File: src/rtl/seg_rights_pkg.sv
package seg_rights_pkg;

  typedef enum logic [1:0] {
    SZ16   = 2'd0,
    SZ32   = 2'd1,
    SZ64   = 2'd2,
    SZ_RSV = 2'd3
  } opsz_e;

  typedef enum logic [1:0] {
    ST_IDLE  = 2'd0,
    ST_CHECK = 2'd1,
    ST_FETCH = 2'd2
  } seq_e;

  typedef struct packed {
    logic [12:0] index;
    logic        ti;
    logic [1:0]  rpl;
  } sel_t;

  typedef struct packed {
    logic [7:0] base_top;
    logic       g;
    logic       db;
    logic       l;
    logic       avl;
    logic [3:0] lim_top;
    logic       p;
    logic [1:0] dpl;
    logic       s;
    logic [3:0] typ;
    logic [7:0] base_mid;
  } desc_hi_t;

  // bit n set: system type n passes the filter
  localparam logic [15:0] SYS_OK_LEGACY = 16'h1A3E;
  localparam logic [15:0] SYS_OK_LONG   = 16'h1A04;

endpackage

File: src/rtl/seg_sel_decode.sv
module seg_sel_decode
  import seg_rights_pkg::*;
#(
  parameter int ADDR_W = 32,
  parameter int LIM_W  = 32
) (
  input  sel_t              sel,
  input  logic [ADDR_W-1:0] gdt_base,
  input  logic [LIM_W-1:0]  gdt_limit,
  input  logic [ADDR_W-1:0] ldt_base,
  input  logic [LIM_W-1:0]  ldt_limit,
  output logic              is_null,
  output logic              over_limit,
  output logic [ADDR_W-1:0] fetch_addr
);
  localparam int CW = (LIM_W > 16) ? LIM_W : 16;

  logic [15:0]       last_byte;
  logic [15:0]       hi_off;
  logic [LIM_W-1:0]  lim;
  logic [ADDR_W-1:0] base;

  assign last_byte  = {sel.index, 3'b111};
  assign hi_off     = {sel.index, 3'b100};
  assign lim        = sel.ti ? ldt_limit : gdt_limit;
  assign base       = sel.ti ? ldt_base  : gdt_base;
  assign is_null    = (sel.index == '0) && !sel.ti;
  assign over_limit = CW'(last_byte) > CW'(lim);
  assign fetch_addr = base + ADDR_W'(hi_off);
endmodule

File: config.mk
export PLATFORM = sky130hd
export DESIGN_NAME = seg_sel_decode
export DESIGN_NICKNAME = d
export VERILOG_FILES = /design/src/rtl/seg_rights_pkg.sv /design/src/rtl/seg_sel_decode.sv
export SDC_FILE = /design/constraint.sdc
export NUM_CORES = 1
export LEC_CHECK = 0
export BUFFER_PORTS_ARGS = -buffer_cell sky130_fd_sc_hd__buf_2
export CORE_UTILIZATION = 41
export DETAILED_ROUTE_END_ITERATION = 6
export PLACE_DENSITY = 0.91
export SLEW_MARGIN = 40
export SYNTH_ARGS = -nofsm -noshare
export SYNTH_HDL_FRONTEND = slang
export SYNTH_SLANG_ARGS = --single-unit
File: constraint.sdc
create_clock -name vclk -period 6.7
set_input_delay 1.34 -clock vclk [all_inputs]
set_output_delay 1.34 -clock vclk [all_outputs]
set_load 0.01 [all_outputs]
==> results of run 1 <==
final cells by class:
class | instances | area (sq um) | share of cell area (%)
multi-input cells | 255 | 1980 | 66.1
inverters | 10 | 37.5 | 1.25
well taps | 67 | 83.8 | 2.80
repair buffers | 178 | 896 | 29.9
logic make-up after synthesis:
family / Yosys count / synth area share, %
buffers and inverters: 19 / 4.18
AOI/OAI and AO/OA: 77 / 24.8
muxes: 41 / 21.1
xor gates and xnor gates: 28 / 11.9
adders and majority gates: 27 / 16.7
and+or+nand+nor: 82 / 21.3
metrics by stage:
step | hold WS [ns] | cells | worst slack [ns] | utilization [%]
floorplan | 2.73 | 274 | 0.694 | -
global placement | 2.98 | 510 | 0.987 | 62.6
detailed placement | 2.98 | 510 | 0.885 | 62.6
CTS | 2.98 | 510 | 0.893 | 62.6
global route | 3.00 | 510 | 0.698 | 62.6
finish | 2.99 | 510 | 0.870 | 62.6
power groups by stage:
stage	combinational, W	sequential (W)	clock (W)
3_3_place_gp	0.000250	0	0
5_1_grt	0.000286	0	0
3_5_place_dp	0.000259	0	0
2_1_floorplan	0.000156	0	0
6_report	0.000260	0	0
4_1_cts	0.000260	0	0
path summary, 6_finish.rpt:
check  startpoint        endpoint  slack (ns)  cells after the start
max        sel[2]  fetch_addr[24]        0.87                     10
min        sel[5]         is_null        2.99                      3
routing by layer:
layer	share of wire, %	track usage, %
met5	0	0
met4	2.8	7.84
met3	7.3	1.66
met2	52	49.6
met1	38	27.7
cells in the final DEF, fill, tap and decap left out, types with 8 or more instances in the layout:
master   count
a21o_1       8
a21oi_1     23
buf_2      176
ha_1        26
inv_1       10
mux2_2      17
mux2i_1     23
nand2_1     12
nand3_1     12
nand4_1      9
nor2_1      17
nor4_1      11
o21ai_0     15
xnor2_1     16
xor2_1      12
==> results.ini, run 1 <==
[synth]
synth_top_area_share_pct=15.7
synth_nets=445
synth_cell_types=46
syn_inst=274
syn_area_sq_um=2070
avgSynthCellArea_sq_um=7.54
synthMostInstantiatedCell=ha_1
synth-seq-area-share_pct=0
yosys_warnings=0
synth.largest_area_cell=ha_1
synthTopCellsByArea=ha_1, mux2i_1, mux2_2
ys_top_cells_by_count=ha_1, a21oi_1, mux2i_1

[clock_tree]
post-cts-setup-buffers=0
cts_hold_buffers=0
cts_resized=0

[route]
drc=0
num_vias=2841
dr.pass1.iters=4
wl_mm=6.83
ant_nets=0
drt_iter0_markers=109
routed_via_density=5.57
wl_per_cell_microns=13.4

[critical_path]
crit_type=in -> out
end_kind=output pin
cpMostUsedCell=buf_2
cpLargestDelayFamily=compound AO/OA/AOI/OAI gates
crit_fanout=27
crit_slowest_cell=a2111oi_0
crit_buf_inv=2
start_kind=input port
crit_chain=buf_2 > mux2_2 > ha_1 > nand2_1 > or3_1 > o31a_1 > a2111oi_0 > xnor2_1 > mux2i_1 > buf_2
worstPathArrival_ns=4.49
required_ns=5.36
max_stage_delay_ns=0.54

[timing]
slew_headroom_pct=54.9
finalSetupTns_ns=0
setup_violations=0
timing.final.hold_violations=0
grt_setup_unrepaired=no
drv_slew=0
max_freq_mhz=172
post-route-period-util_pct=87.0
period_needed_ns=5.83
worst-slew-pin-transition_ns=0.676

[final_layout]
layout.nets=616
design.seq.count=0
fillers=428
syn2layout_area_growth_pct=45.1
final_area_sq_um=3000
drive_gt1_share_pct=45.1
n_clock_buffer=0
antenna_cells=0
seq_area_sq_um=0

[grt]
grt_overflow=0
grt_pass1_vias=2599
antenna_found_initial=0
grt_pass1_wl_mm=10.9
grt_max_degree=46
track_usage_pct=25.0

[power_and_ir_drop]
p_switching_w=0.000135
internal-power_w=0.000125
power_frac_seq_pct=0
power_frac_clock_pct=0
power.density_nw_per_um2=86.9
ir_worst_vdd_mv=0.0377
power_w=0.000260
p_leak_nw=1.53
p_comb_share_pct=100.0
sw_frac_of_total_pct=52.0

[placement]
placed_area_sq_um=3000
io_buffer_count=176
gp_congestion=0.941
dp_hpwl_mm=6.02

[die]
rows=25
core-area_sq_um=4790
die-area_sq_um=5330
ios=178
initial_core_util_pct=43.2
die_x_microns=73.0
fp.dieH_microns=73.0

[hold_path]
hold_class=in -> out

[outcome]
status=finished, final reports clean

[run]
drv_cap=0

Note: power is estimated with default switching activity, not from simulation.
==> run 2, diff against run 1 <==
CELL_PAD_IN_SITES_DETAIL_PLACEMENT = 2   (was default)
CELL_PAD_IN_SITES_GLOBAL_PLACEMENT = 2   (was default)
CORE_UTILIZATION = 19   (was 41)
PLACE_DENSITY = 0.88   (was 0.91)
==> run 2 against run 1 <==
Compared with the run above:
- non-clock buffer count increased by 1
- die area increased by 110%
- via count increased by 0.60%
- final cell count increased by 14%
- flip-flop and latch count unchanged
- critical path depth unchanged
- wire length increased by 41%
- core utilization decreased by 33 points
- hold slack got worse by 0.013 ns
==> results.ini, run 2 (same netlist as run 1, synthesis figures left out) <==
[outcome]
status=finished, final reports clean

[power_and_ir_drop]
p_leak_nw=1.53  ; +0.31%
power.density_nw_per_um2=88.0  ; +1.3%
sw_frac_of_total_pct=53.8  ; +1.7 points
internal-power_w=0.000126  ; +0.73%
power_frac_seq_pct=0  ; unchanged
p_switching_w=0.000146  ; +8.0%
p_comb_share_pct=100.0  ; about the same
ir_worst_vdd_mv=0.0350  ; -7.3%
power_frac_clock_pct=0  ; unchanged
power_w=0.000272  ; +4.5%

[final_layout]
layout.nets=617  ; +0.16%
drive_gt1_share_pct=45.3  ; +0.12 points
fin_cells=580  ; +14%
syn2layout_area_growth_pct=49.7
final_area_sq_um=3090  ; +3.1%
seq_area_sq_um=0  ; unchanged
antenna_cells=0  ; unchanged
final_cell_mix=buf_2, ha_1, mux2i_1, a21oi_1
layout_commonest_cell=buf_2
n_clock_buffer=0  ; unchanged
design.seq.count=0  ; unchanged

[route]
ant_nets=0  ; unchanged
drt_iter0_markers=54  ; -50%
wl_mm=9.63  ; +41%
drc=0  ; unchanged
num_vias=2858  ; +0.60%
routed_via_density=4.93  ; -12%
wl_per_cell_microns=16.6  ; +24%
dr.pass1.iters=4  ; unchanged

[critical_path]
required_ns=5.36  ; about the same
cpMostUsedCell=buf_2
worstPathArrival_ns=4.61  ; +0.12 ns
max_stage_delay_ns=0.56  ; +0.02 ns
crit_fanout=25  ; -7.4%
crit_type=in -> out
end_kind=output pin
crit_slowest_cell=a2111oi_0
crit_chain=buf_2 > mux2_2 > ha_1 > nand2_1 > or3_1 > o31a_1 > a2111oi_0 > xnor2_1 > mux2i_1 > buf_2
start_kind=input port

[hold_path]
hold_class=in -> out

[timing]
grt_setup_unrepaired=no
setup_violations=0  ; unchanged
max_freq_mhz=168  ; -1.9%
finalSetupTns_ns=0  ; unchanged
drv_slew=0  ; unchanged
period_needed_ns=5.95  ; +0.115 ns
holdWs_ns=2.97  ; -0.0133 ns
slew_headroom_pct=54.1  ; -0.83 points
timing.final.hold_violations=0  ; unchanged
post-route-period-util_pct=88.7  ; +1.7 points
worst-slew-pin-transition_ns=0.687  ; +0.0107 ns

[grt]
grt_pass1_wl_mm=15.5  ; +42%
antenna_found_initial=0  ; unchanged
grt_overflow=0  ; unchanged
track_usage_pct=16.8  ; -8.1 points
grt_pass1_vias=3200  ; +23%
grt_max_degree=38  ; -17%

[clock_tree]
cts_hold_buffers=0  ; unchanged
cts_resized=0  ; unchanged
post-cts-setup-buffers=0  ; unchanged

[run]
drv_cap=0  ; unchanged

[die]
die_x_microns=106  ; +46%
die-area_sq_um=11300  ; +110%
rows=37  ; +48%
fp.dieH_microns=106  ; +46%
ios=178  ; unchanged
core-area_sq_um=10400  ; +120%
initial_core_util_pct=19.8  ; -23 points

[placement]
post-place-cells=580  ; +14%
dp_hpwl_mm=8.76  ; +45%
gp_congestion=0.798  ; -15%
io_buffer_count=176  ; unchanged
placed_area_sq_um=3090  ; +3.2%

==> run 2: cell types whose count changed in the layout (fill, tap and decap cells not counted) <==
cell / before / now
buf_4: 2 / 3
==> run 2: layout make-up <==
cell class	count	area (sq um)
multi-input combinational	255	1980
inverter	10	37.5
timing repair buffer	179	903
tap	136	170
fill	1283	7320
==> run 2: worst paths after layout <==
check / startpoint / end / slack [ns] / depth (start not counted)
setup / recovery: sel[2] / fetch_addr[24] / 0.75 / 10
hold / removal: sel[8] / is_null / 2.97 / 3
==> run 2: worst max-delay path: cells and delay by family <==
kind,cells,cell delay (ns)
AO/OA/AOI/OAI,2,0.87
XOR/XNOR,1,0.15
adder cells (fa/ha/maj),1,0.48
buffers and inverters,2,0.68
multiplexers,2,0.57
AND/OR/NAND/NOR,2,0.51
==> run 2: power by group through the flow <==
stage	clock (W)	combinational, W	sequential [W]
2_1_floorplan	0	0.000156	0
3_3_place_gp	0	0.000263	0
3_5_place_dp	0	0.000276	0
4_1_cts	0	0.000277	0
5_1_grt	0	0.000300	0
6_report	0	0.000272	0
==> run 2: through the flow <==
stage	util [%]	setup slack, ns
6_report	29.7	0.755
5_1_grt	29.7	0.453
4_1_cts	29.7	0.668
3_5_place_dp	29.7	0.654
3_3_place_gp	29.7	0.829
2_1_floorplan	-	0.694
==> run 2: layer usage <==
metal	up-vias	global-route usage, %	wire [microns]
li1	1398	-	-
met1	1343	18.5	3850
met2	108	34.5	5120
met3	9	2.08	562
met4	0	1.88	98
met5	-	0	0
==> run 3, diff against run 2 <==
CORE_ASPECT_RATIO = 0.5   (was default)
GPL_ROUTABILITY_DRIVEN = 1   (was default)
PLACE_DENSITY = 0.81   (was 0.88)
==> run 3 against run 2 <==
Compared with the run above:
- die area up 0.22%
- largest power group unchanged
- final cell count is 0.69% higher
- non-clock buffer count unchanged
- hold slack improved by 0.011 ns
- via count shrank 2.0%
- critical path type unchanged
- cell area rose by 0.16%
- critical path depth is the same
- total power down 0.72%
- sequential share of layout area unchanged
==> results.ini, run 3 (same netlist as run 1, synthesis figures left out) <==
[route]
wl_per_cell_microns=16.8  ; +0.88%
drt_iter0_markers=60  ; +11%
drc=0  ; unchanged
routed_via_density=4.79  ; -2.7%
dr.pass1.iters=4  ; unchanged
ant_nets=0  ; unchanged
num_vias=2800  ; -2.0%
wl_mm=9.78  ; +1.6%

[power_and_ir_drop]
internal-power_w=0.000125  ; -0.85%
power_frac_seq_pct=0  ; unchanged
p_comb_share_pct=100.0  ; about the same
power.density_nw_per_um2=87.3  ; -0.88%
sw_frac_of_total_pct=53.8  ; +0.060 points
ir_worst_vdd_mv=0.0201  ; -43%
power_w=0.000270  ; -0.72%
p_leak_nw=1.53  ; about the same
power_frac_clock_pct=0  ; unchanged
p_switching_w=0.000145  ; -0.61%

[critical_path]
start_kind=input port
crit_chain=buf_2 > mux2_2 > ha_1 > nand2_1 > or3_1 > o31a_1 > a2111oi_0 > xnor2_1 > mux2i_1 > buf_2
max_stage_delay_ns=0.57  ; about the same
worstPathArrival_ns=4.62  ; about the same
crit_slowest_cell=a2111oi_0
crit_type=in -> out
end_kind=output pin
cpMostUsedCell=buf_2
crit_fanout=27  ; +8.0%
required_ns=5.36  ; about the same

[final_layout]
layout.nets=617  ; unchanged
fin_cells=584  ; +0.69%
layout_commonest_cell=buf_2
drive_gt1_share_pct=45.3  ; unchanged
final_cell_mix=buf_2, ha_1, mux2i_1, a21oi_1
syn2layout_area_growth_pct=49.9
seq_area_sq_um=0  ; unchanged
antenna_cells=0  ; unchanged
design.seq.count=0  ; unchanged
n_clock_buffer=0  ; unchanged
final_area_sq_um=3100  ; +0.16%

[clock_tree]
cts_hold_buffers=0  ; unchanged
cts_resized=0  ; unchanged
post-cts-setup-buffers=0  ; unchanged

[grt]
grt_pass1_vias=3049  ; -4.7%
grt_max_degree=29  ; -24%
antenna_found_initial=0  ; unchanged
grt_pass1_wl_mm=15.1  ; -2.4%
track_usage_pct=16.8  ; -0.021 points
grt_overflow=0  ; unchanged

[die]
initial_core_util_pct=19.9  ; +0.074 points
die-area_sq_um=11300  ; +0.22%
core-area_sq_um=10400  ; -0.37%
rows=26  ; -30%
ios=178  ; unchanged
fp.dieH_microns=75.7  ; -29%
die_x_microns=149  ; +41%

[timing]
post-route-period-util_pct=88.9  ; +0.18 points
setup_violations=0  ; unchanged
max_freq_mhz=168  ; -0.21%
worst-slew-pin-transition_ns=0.729  ; +0.0423 ns
timing.final.hold_violations=0  ; unchanged
holdWs_ns=2.98  ; +0.0108 ns
finalSetupTns_ns=0  ; unchanged
period_needed_ns=5.96  ; +0.0124 ns
drv_slew=0  ; unchanged
slew_headroom_pct=50.9  ; -3.2 points
grt_setup_unrepaired=no

[placement]
io_buffer_count=176  ; unchanged
placed_area_sq_um=3100  ; +0.12%
gp_congestion=0.762  ; -4.5%
post-place-cells=584  ; +0.69%
dp_hpwl_mm=8.97  ; +2.4%

[hold_path]
hold_class=in -> out

[run]
drv_cap=0  ; unchanged

[outcome]
status=finished, final reports clean

## run 3: cell counts in the layout (fill, tap and decap cells not counted)
No cell type changed its count.
## run 3: final cells by class
class	instances	area, sq um
Timing Repair Buffer	179	903
Multi-Input combinational cell	255	1980
Tap cell	140	175
Inverter	10	37.5
Fill cell	1267	7280
## run 3: routing by layer
metal  GRT usage, %  wire length (microns)
met1           19.8                   4240
met2           34.4                   5160
met5              0                      0
met4           1.70                     78
met3           1.68                    308
## run 3: worst max-delay path, delay by kind of cell
family	cells	cell delay [ns]
AND/OR/NAND/NOR	2	0.50
adder cells (fa/ha/maj)	1	0.47
multiplexers	2	0.57
AO/OA/AOI/OAI	2	0.88
buffers and inverters	2	0.71
XOR/XNOR	1	0.12
## run 3: power groups by stage
stage | clock network, W | logic (W) | registers (W)
2_1_floorplan | 0 | 0.000156 | 0
3_3_place_gp | 0 | 0.000264 | 0
3_5_place_dp | 0 | 0.000272 | 0
4_1_cts | 0 | 0.000273 | 0
5_1_grt | 0 | 0.000297 | 0
6_report | 0 | 0.000270 | 0
## run 3: stage by stage
step | utilization, % | setup slack [ns]
after floorplan | - | 0.694
after global placement | 29.8 | 0.726
after detailed placement | 29.8 | 0.654
after CTS | 29.8 | 0.624
after global routing | 29.8 | 0.497
final | 29.8 | 0.742
## run 3: worst paths after layout
kind | start | end | slack [ns] | cells past startpoint
max | sel[2] | fetch_addr[24] | 0.74 | 10
min | sel[8] | is_null | 2.98 | 3
